<file path="src/rtl/brc_pkg.sv">
package brc_pkg;

   localparam int INSTR_W = 16;
   localparam int OPC_MSB = 15;
   localparam int OPC_LSB = 12;
   localparam int RD_LSB  = 10;
   localparam int RS1_LSB = 8;
   localparam int RS2_LSB = 6;
   localparam int IMM_W   = 8;
   localparam int RIDX_W  = 2;

   typedef enum logic [3:0] {
      OPC_ADD  = 4'h0,
      OPC_SUB  = 4'h1,
      OPC_AND  = 4'h2,
      OPC_OR   = 4'h3,
      OPC_XOR  = 4'h4,
      OPC_SHL  = 4'h5,
      OPC_SHR  = 4'h6,
      OPC_ROL  = 4'h7,
      OPC_ROR  = 4'h8,
      OPC_ADDI = 4'h9,
      OPC_ANDI = 4'hA,
      OPC_ORI  = 4'hB,
      OPC_XORI = 4'hC,
      OPC_LD   = 4'hD,
      OPC_CTL  = 4'hE,
      OPC_ST   = 4'hF
   } opcode_e;

   typedef enum logic [1:0] {
      CTL_JMP  = 2'b00,
      CTL_JZ   = 2'b01,
      CTL_HALT = 2'b10,
      CTL_NOP  = 2'b11
   } ctl_e;

   typedef enum logic [3:0] {
      FN_ADD, FN_SUB, FN_AND, FN_OR, FN_XOR,
      FN_SHL, FN_SHR, FN_ROL, FN_ROR
   } alu_fn_e;

   typedef enum logic [1:0] {
      PH_FETCH = 2'd0,
      PH_EXEC  = 2'd1,
      PH_HALT  = 2'd2
   } phase_e;

   typedef struct packed {
      alu_fn_e fn;
      logic    use_imm;
      logic    wr_en;
      logic    is_load;
      logic    is_store;
      logic    is_jmp;
      logic    is_jz;
      logic    is_halt;
   } ctrl_t;

endpackage

</file>
<file path="src/rtl/brc_decode.sv">
module brc_decode
   import brc_pkg::*;
(
   input  logic [INSTR_W-1:0] instr,
   output ctrl_t              ctrl,
   output logic [RIDX_W-1:0]  rd,
   output logic [RIDX_W-1:0]  rs1,
   output logic [RIDX_W-1:0]  rs2,
   output logic [IMM_W-1:0]   imm
);

   opcode_e opc;
   ctl_e    sub;

   assign opc = opcode_e'(instr[OPC_MSB:OPC_LSB]);
   assign sub = ctl_e'(instr[RD_LSB +: RIDX_W]);
   assign rd  = instr[RD_LSB  +: RIDX_W];
   assign rs1 = instr[RS1_LSB +: RIDX_W];
   assign rs2 = instr[RS2_LSB +: RIDX_W];
   assign imm = instr[IMM_W-1:0];

   always_comb begin
      ctrl          = '0;
      ctrl.fn       = FN_ADD;
      unique case (opc)
         OPC_ADD:  begin ctrl.fn = FN_ADD; ctrl.wr_en = 1'b1; end
         OPC_SUB:  begin ctrl.fn = FN_SUB; ctrl.wr_en = 1'b1; end
         OPC_AND:  begin ctrl.fn = FN_AND; ctrl.wr_en = 1'b1; end
         OPC_OR:   begin ctrl.fn = FN_OR;  ctrl.wr_en = 1'b1; end
         OPC_XOR:  begin ctrl.fn = FN_XOR; ctrl.wr_en = 1'b1; end
         OPC_SHL:  begin ctrl.fn = FN_SHL; ctrl.wr_en = 1'b1; end
         OPC_SHR:  begin ctrl.fn = FN_SHR; ctrl.wr_en = 1'b1; end
         OPC_ROL:  begin ctrl.fn = FN_ROL; ctrl.wr_en = 1'b1; end
         OPC_ROR:  begin ctrl.fn = FN_ROR; ctrl.wr_en = 1'b1; end
         OPC_ADDI: begin ctrl.fn = FN_ADD; ctrl.wr_en = 1'b1; ctrl.use_imm = 1'b1; end
         OPC_ANDI: begin ctrl.fn = FN_AND; ctrl.wr_en = 1'b1; ctrl.use_imm = 1'b1; end
         OPC_ORI:  begin ctrl.fn = FN_OR;  ctrl.wr_en = 1'b1; ctrl.use_imm = 1'b1; end
         OPC_XORI: begin ctrl.fn = FN_XOR; ctrl.wr_en = 1'b1; ctrl.use_imm = 1'b1; end
         OPC_LD:   begin ctrl.is_load = 1'b1; ctrl.wr_en = 1'b1; end
         OPC_ST:   ctrl.is_store = 1'b1;
         OPC_CTL: begin
            unique case (sub)
               CTL_JMP:  ctrl.is_jmp  = 1'b1;
               CTL_JZ:   ctrl.is_jz   = 1'b1;
               CTL_HALT: ctrl.is_halt = 1'b1;
               default:  ;
            endcase
         end
         default: ;
      endcase
   end

endmodule

</file>
<file path="src/rtl/brc_alu.sv">
module brc_alu
   import brc_pkg::*;
#(
   parameter int W         = 8,
   parameter int ROT_STYLE = 0
)(
   input  logic [W-1:0] a,
   input  logic [W-1:0] b,
   input  alu_fn_e      fn,
   output logic [W-1:0] y
);

   localparam int SH_W = $clog2(W);

   logic [SH_W-1:0] amt;
   logic [W-1:0]    rol_y;
   logic [W-1:0]    ror_y;

   assign amt = b[SH_W-1:0];

   if (ROT_STYLE == 0) begin : g_rot_double
      logic [2*W-1:0] dl;
      logic [2*W-1:0] dr;
      assign dl    = {a, a} << amt;
      assign dr    = {a, a} >> amt;
      assign rol_y = dl[2*W-1:W];
      assign ror_y = dr[W-1:0];
   end else begin : g_rot_stages
      logic [W-1:0] sl [SH_W+1];
      logic [W-1:0] sr [SH_W+1];
      assign sl[0] = a;
      assign sr[0] = a;
      for (genvar s = 0; s < SH_W; s++) begin : g_stage
         localparam int K = 1 << s;
         assign sl[s+1] = amt[s] ? {sl[s][W-1-K:0], sl[s][W-1:W-K]} : sl[s];
         assign sr[s+1] = amt[s] ? {sr[s][K-1:0], sr[s][W-1:K]}     : sr[s];
      end
      assign rol_y = sl[SH_W];
      assign ror_y = sr[SH_W];
   end

   always_comb begin
      unique case (fn)
         FN_ADD:  y = a + b;
         FN_SUB:  y = a - b;
         FN_AND:  y = a & b;
         FN_OR:   y = a | b;
         FN_XOR:  y = a ^ b;
         FN_SHL:  y = a << amt;
         FN_SHR:  y = a >> amt;
         FN_ROL:  y = rol_y;
         FN_ROR:  y = ror_y;
         default: y = a;
      endcase
   end

endmodule

</file>
<file path="src/rtl/brc_regfile.sv">
module brc_regfile #(
   parameter int W  = 8,
   parameter int N  = 4,
   parameter int AW = 2
)(
   input  logic          clk,
   input  logic          rst,
   input  logic          we,
   input  logic [AW-1:0] waddr,
   input  logic [W-1:0]  wdata,
   input  logic [AW-1:0] raddr_a,
   input  logic [AW-1:0] raddr_b,
   input  logic [AW-1:0] raddr_c,
   output logic [W-1:0]  rdata_a,
   output logic [W-1:0]  rdata_b,
   output logic [W-1:0]  rdata_c
);

   logic [N-1:0][W-1:0] file;

   // slot zero has no storage: it is a constant zero
   assign file[0] = '0;

   for (genvar i = 1; i < N; i++) begin : g_reg
      logic [W-1:0] q;
      always_ff @(posedge clk) begin
         if (rst)
            q <= '0;
         else if (we && (waddr == AW'(i)))
            q <= wdata;
      end
      assign file[i] = q;
   end

   assign rdata_a = file[raddr_a];
   assign rdata_b = file[raddr_b];
   assign rdata_c = file[raddr_c];

endmodule

</file>
<file path="src/rtl/byte_risc_core.sv">
module byte_risc_core
   import brc_pkg::*;
#(
   parameter int DATA_W    = 8,
   parameter int PC_W      = 8,
   parameter int ROT_STYLE = 0
)(
   input  logic               clk,
   input  logic               rst,
   output logic [PC_W-1:0]    imem_addr,
   input  logic [INSTR_W-1:0] imem_data,
   output logic [DATA_W-1:0]  dmem_addr,
   output logic [DATA_W-1:0]  dmem_wdata,
   output logic               dmem_we,
   input  logic [DATA_W-1:0]  dmem_rdata,
   output logic               halted
);

   localparam int NUM_REGS = 1 << RIDX_W;

   if (DATA_W != IMM_W) begin : g_bad_data_w
      $error("byte_risc_core: DATA_W must equal the 8-bit immediate width");
   end
   if (PC_W < IMM_W) begin : g_bad_pc_w
      $error("byte_risc_core: PC_W must hold an 8-bit jump target");
   end
   if (ROT_STYLE < 0 || ROT_STYLE > 1) begin : g_bad_rot
      $error("byte_risc_core: ROT_STYLE must be 0 or 1");
   end

   phase_e               phase_q;
   logic [PC_W-1:0]      pc_q;
   logic [PC_W-1:0]      pc_next;
   logic [INSTR_W-1:0]   ir_q;

   ctrl_t                ctrl;
   logic [RIDX_W-1:0]    dec_rd, dec_rs1, dec_rs2;
   logic [IMM_W-1:0]     dec_imm;

   logic [RIDX_W-1:0]    base_idx;
   logic [DATA_W-1:0]    offset;
   logic [DATA_W-1:0]    reg_a, reg_b, reg_c;
   logic [DATA_W-1:0]    alu_a, alu_b, alu_y;
   logic [DATA_W-1:0]    wb_data;
   logic                 wb_en;
   logic                 in_fetch, in_exec;
   logic                 take_jump;

   assign in_fetch = (phase_q == PH_FETCH);
   assign in_exec  = (phase_q == PH_EXEC);

   brc_decode u_dec (
      .instr (ir_q),
      .ctrl  (ctrl),
      .rd    (dec_rd),
      .rs1   (dec_rs1),
      .rs2   (dec_rs2),
      .imm   (dec_imm)
   );

   // fetch: base register and offset come straight from the arriving word
   assign base_idx = in_fetch ? imem_data[RS1_LSB +: RIDX_W] : dec_rs1;
   assign offset   = in_fetch ? imem_data[IMM_W-1:0]         : dec_imm;

   brc_regfile #(.W(DATA_W), .N(NUM_REGS), .AW(RIDX_W)) u_rf (
      .clk     (clk),
      .rst     (rst),
      .we      (wb_en),
      .waddr   (dec_rd),
      .wdata   (wb_data),
      .raddr_a (base_idx),
      .raddr_b (dec_rs2),
      .raddr_c (dec_rd),
      .rdata_a (reg_a),
      .rdata_b (reg_b),
      .rdata_c (reg_c)
   );

   assign alu_a = ctrl.use_imm ? reg_c   : reg_a;
   assign alu_b = ctrl.use_imm ? dec_imm : reg_b;

   brc_alu #(.W(DATA_W), .ROT_STYLE(ROT_STYLE)) u_alu (
      .a  (alu_a),
      .b  (alu_b),
      .fn (ctrl.fn),
      .y  (alu_y)
   );

   assign wb_data = ctrl.is_load ? dmem_rdata : alu_y;
   assign wb_en   = in_exec && ctrl.wr_en;

   assign dmem_addr  = reg_a + offset;
   assign dmem_wdata = reg_c;
   assign dmem_we    = in_exec && ctrl.is_store;

   assign take_jump = ctrl.is_jmp || (ctrl.is_jz && (reg_a == '0));

   always_comb begin
      if (ctrl.is_halt)
         pc_next = pc_q;
      else if (take_jump)
         pc_next = PC_W'(dec_imm);
      else
         pc_next = pc_q + 1'b1;
   end

   always_ff @(posedge clk) begin
      if (rst) begin
         phase_q <= PH_FETCH;
         pc_q    <= '0;
         ir_q    <= '0;
      end else begin
         unique case (phase_q)
            PH_FETCH: begin
               ir_q    <= imem_data;
               phase_q <= PH_EXEC;
            end
            PH_EXEC: begin
               pc_q    <= pc_next;
               phase_q <= ctrl.is_halt ? PH_HALT : PH_FETCH;
            end
            default: ;
         endcase
      end
   end

   assign imem_addr = pc_q;
   assign halted    = (phase_q == PH_HALT);

endmodule

</file>
<file path="config.mk">
export PLATFORM = sky130hd
export DESIGN_NAME = byte_risc_core
export DESIGN_NICKNAME = d
export VERILOG_FILES = /design/src/rtl/brc_pkg.sv /design/src/rtl/brc_decode.sv /design/src/rtl/brc_alu.sv /design/src/rtl/brc_regfile.sv /design/src/rtl/byte_risc_core.sv
export SDC_FILE = /design/constraint.sdc
export NUM_CORES = 1
export LEC_CHECK = 0
export BUFFER_PORTS_ARGS = -buffer_cell sky130_fd_sc_hd__buf_2
export CAP_MARGIN = 20
export CORE_MARGIN = 2
export CORE_UTILIZATION = 60
export DETAILED_ROUTE_END_ITERATION = 12
export HOLD_SLACK_MARGIN = 0.06
export PLACE_DENSITY = 0.9
export SYNTH_ARGS = -nofsm -noshare
export SYNTH_HDL_FRONTEND = slang
export SYNTH_SLANG_ARGS = --single-unit
</file>
<file path="constraint.sdc">
create_clock -name clk -period 8.4 [get_ports clk]
set_input_delay 0.84 -clock clk [delete_from_list [all_inputs] [get_ports clk]]
set_output_delay 0.84 -clock clk [all_outputs]
set_load 0.01 [all_outputs]
</file>
==> metrics.csv <==
metric,value,unit
Layout area overhead,7.25,%
core footprint,8130,sq um
proportion of layout cells with a drive suffix above 1,15.4,%
CTS buffer count,5,
Worst Path Required,8.61,ns
post-route ant nets,0,
Power Internal,400,uW
Placed Area,5260,sq um
Tmin final,5.52,ns
RSZ-0062 raised after global routing,no,
placed instance count,797,
Comb pwr share,35.7,%
Setup crit end kind,register,
Hold Buf Count CTS,0,
setup bufs post-CTS,0,
Tot GR Track Use,39.9,%
Sw Ratio,40.3,%
Via Count,5767,
clk root buf,clkbuf_8,
maximum root-to-sink buffer count,2,
predominant post-synthesis flop cell,dfxtp_1,
flop and latch count out of synthesis,50,
Max IR drop VDD,129,uV
clock network fraction of total power,24.0,%
post-cts sizing count,0,
worst skew pair latency,0.32,ns
skew final,0.00987,ns
Yosys Warn Count,0,
initial antenna violation count,0,
layout net count,761,
initial core utilization,61.5,%
antenna diode count,0,
hold path depth,2,
Final Max Tran Viols,0,
RD Place Congestion,1.09,
vias in the first global route,5155,
detailed placement HPWL,13700,um
Final period util,65.7,%
"leading cell type in the layout, fill and taps excluded",nand2_1,
DRC,0,
mean post-synth cell area,7.43,sq um
CP arrival,5.73,ns
reg2reg end,u_rf.g_reg[1].q[5],
Fin. Hold Viols,0,
I/O Buffers,51,
hold worst-path end,imem_addr[7],
async set-or-reset flop fraction in the synthesized netlist,0,%
Flop pwr share,40.3,%
critical path startpoint category,register,
maxcap violations,0,
hold path start,imem_addr[7],
total grt overflow,0,
clk sink count,50,
FF-to-FF path depth,16,
global-route wire length before repair,27500,um
RR Startpoint,ir_q[12],
initial drt markers,776,
Fmax,181,MHz
Vias/cell,7.15,
CTS H-tree depth,2,
Synth Instances,674,
most frequent cells in the layout,"nand2_1 (90), o21ai_0 (58), buf_2 (52)",
mean routed wirelength per cell,22.6,um
CTS tree,built,
Psw,270,uW
Post-synth EDFFs,0,
max_slew headroom,28.9,%
PD cells,125,nW/um^2
die height,95.3,um
Synth cell types,72,
Final Non-Filler Cells,807,
Final Cell Area,5370,sq um
die area,9090,sq um
Setup TNS Final,0,ns
Detailed Routing Iterations Pass 1,6,
num ports,52,
Die X,95.3,um
Worst Path Max Fanout,31,
syn_nets,734,
Total Wirelength,18300,um
final setup vio count,0,
register area share after synthesis,20.0,%
Least-Margin Pin Slew,1.06,ns
largest net degree at the start of global routing,33,
site row count,33,
status,"complete, no violations",
leakage,0.00224,uW
Setup CP Type,register to register,
Syn Std Cell Area,5000,sq um
clock slew at reported path FFs,0.11,ns
reg-to-reg setup timing slack,2.88,ns
worst hold path type,register to register,
power groups by stage:
| stage | clock (uW) | combinational [uW] | sequential [uW] |
|---|---|---|---|
| floorplan | 0 | 176 | 259 |
| CTS | 159 | 230 | 269 |
| global route | 169 | 254 | 271 |
| finish | 161 | 239 | 270 |
| detailed placement | 0 | 228 | 274 |
| global placement | 0 | 222 | 273 |
metrics by stage:
step | setup slack, ns | util, % | hold slack, ns | total power, uW
floorplan | 4.36 | - | 0.457 | 435
global placement | 3.29 | 64.6 | 0.475 | 496
detailed placement | 3.06 | 64.6 | 0.491 | 502
CTS | 3.00 | 65.8 | 0.505 | 657
global route | 2.55 | 66.0 | 0.545 | 694
finish | 2.88 | 66.0 | 0.502 | 670
critical path, cell delays in order, from the launching register on:
cell and delay, ns:
dfxtp_1 0.98, or3_1 0.25, nand3_1 0.74, mux2_2 0.71, inv_1 0.08, ha_1 0.27
a21oi_1 0.23, ha_1 0.27, nor2b_1 0.13, o21ai_0 0.18, a21boi_0 0.16, o21ai_0 0.30
nor3b_1 0.30, o311ai_0 0.17, o32ai_1 0.28, nor2_1 0.13, a22o_1 0.23
flip-flops by register name, indices dropped and copies added, names as in the netlist:
signal and count:
imem_addr 8, ir_q 16, phase_q 2, u_rf.g.q 24
metal layers:
| metal | global-route usage [%] | routed length, um | vias to the layer above |
|---|---|---|---|
| met5 | 0 | 0 | - |
| met4 | 17.4 | 954 | 0 |
| met3 | 8.46 | 2360 | 83 |
| met2 | 62.3 | 7860 | 469 |
| met1 | 52.9 | 7090 | 2649 |
| li1 | - | - | 2566 |
worst max path at each step:
stage	start	endpoint	slack (ns)	depth (start not counted)
2_1_floorplan	imem_data[9]	u_rf.g_reg[1].q[5]	4.36	14
3_3_place_gp	ir_q[12]	u_rf.g_reg[3].q[5]	3.29	16
3_5_place_dp	ir_q[12]	u_rf.g_reg[1].q[5]	3.06	16
4_1_cts	ir_q[12]	u_rf.g_reg[1].q[5]	3.00	16
5_1_grt	ir_q[12]	u_rf.g_reg[2].q[5]	2.55	16
6_report	ir_q[12]	u_rf.g_reg[1].q[5]	2.88	16
cell usage after synthesis (15+ instances only):
master	instances	area, sq um
a21oi_1	49	245
a22o_1	20	175
a22oi_1	15	113
clkbuf_1	29	109
dfxtp_1	50	1000
ha_1	32	400
inv_1	27	101
mux2_2	19	214
nand2_1	90	338
nand3_1	30	150
nor2_1	44	165
nor2b_1	15	93.8
o21ai_0	58	290
xnor2_1	16	140
cells by family (layout without fill, tap and decap cells):
kind of cell             Yosys count  after routing  synth area share [%]
AO/OA/AOI/OAI                    247            247                  34.5
AND/OR/NAND/NOR                  229            229                  21.5
buffers and inverters             66             94                  5.52
flip-flops                        50             50                  20.0
adder cells (fa/ha/maj)           34             34                  8.80
multiplexers                      30             30                  6.55
XOR/XNOR                          18             18                  3.15
area by class of cell:
type,count,area [sq um]
Multi-Input combinational cell,558,3730
Fill cell,705,2770
Sequential cell,50,1000
Timing Repair Buffer,58,305
Tap cell,105,131
Inverter,28,105
Clock buffer,5,68.8
Clock inverter,3,28.8
Note: power is estimated with default switching activity, not from simulation.
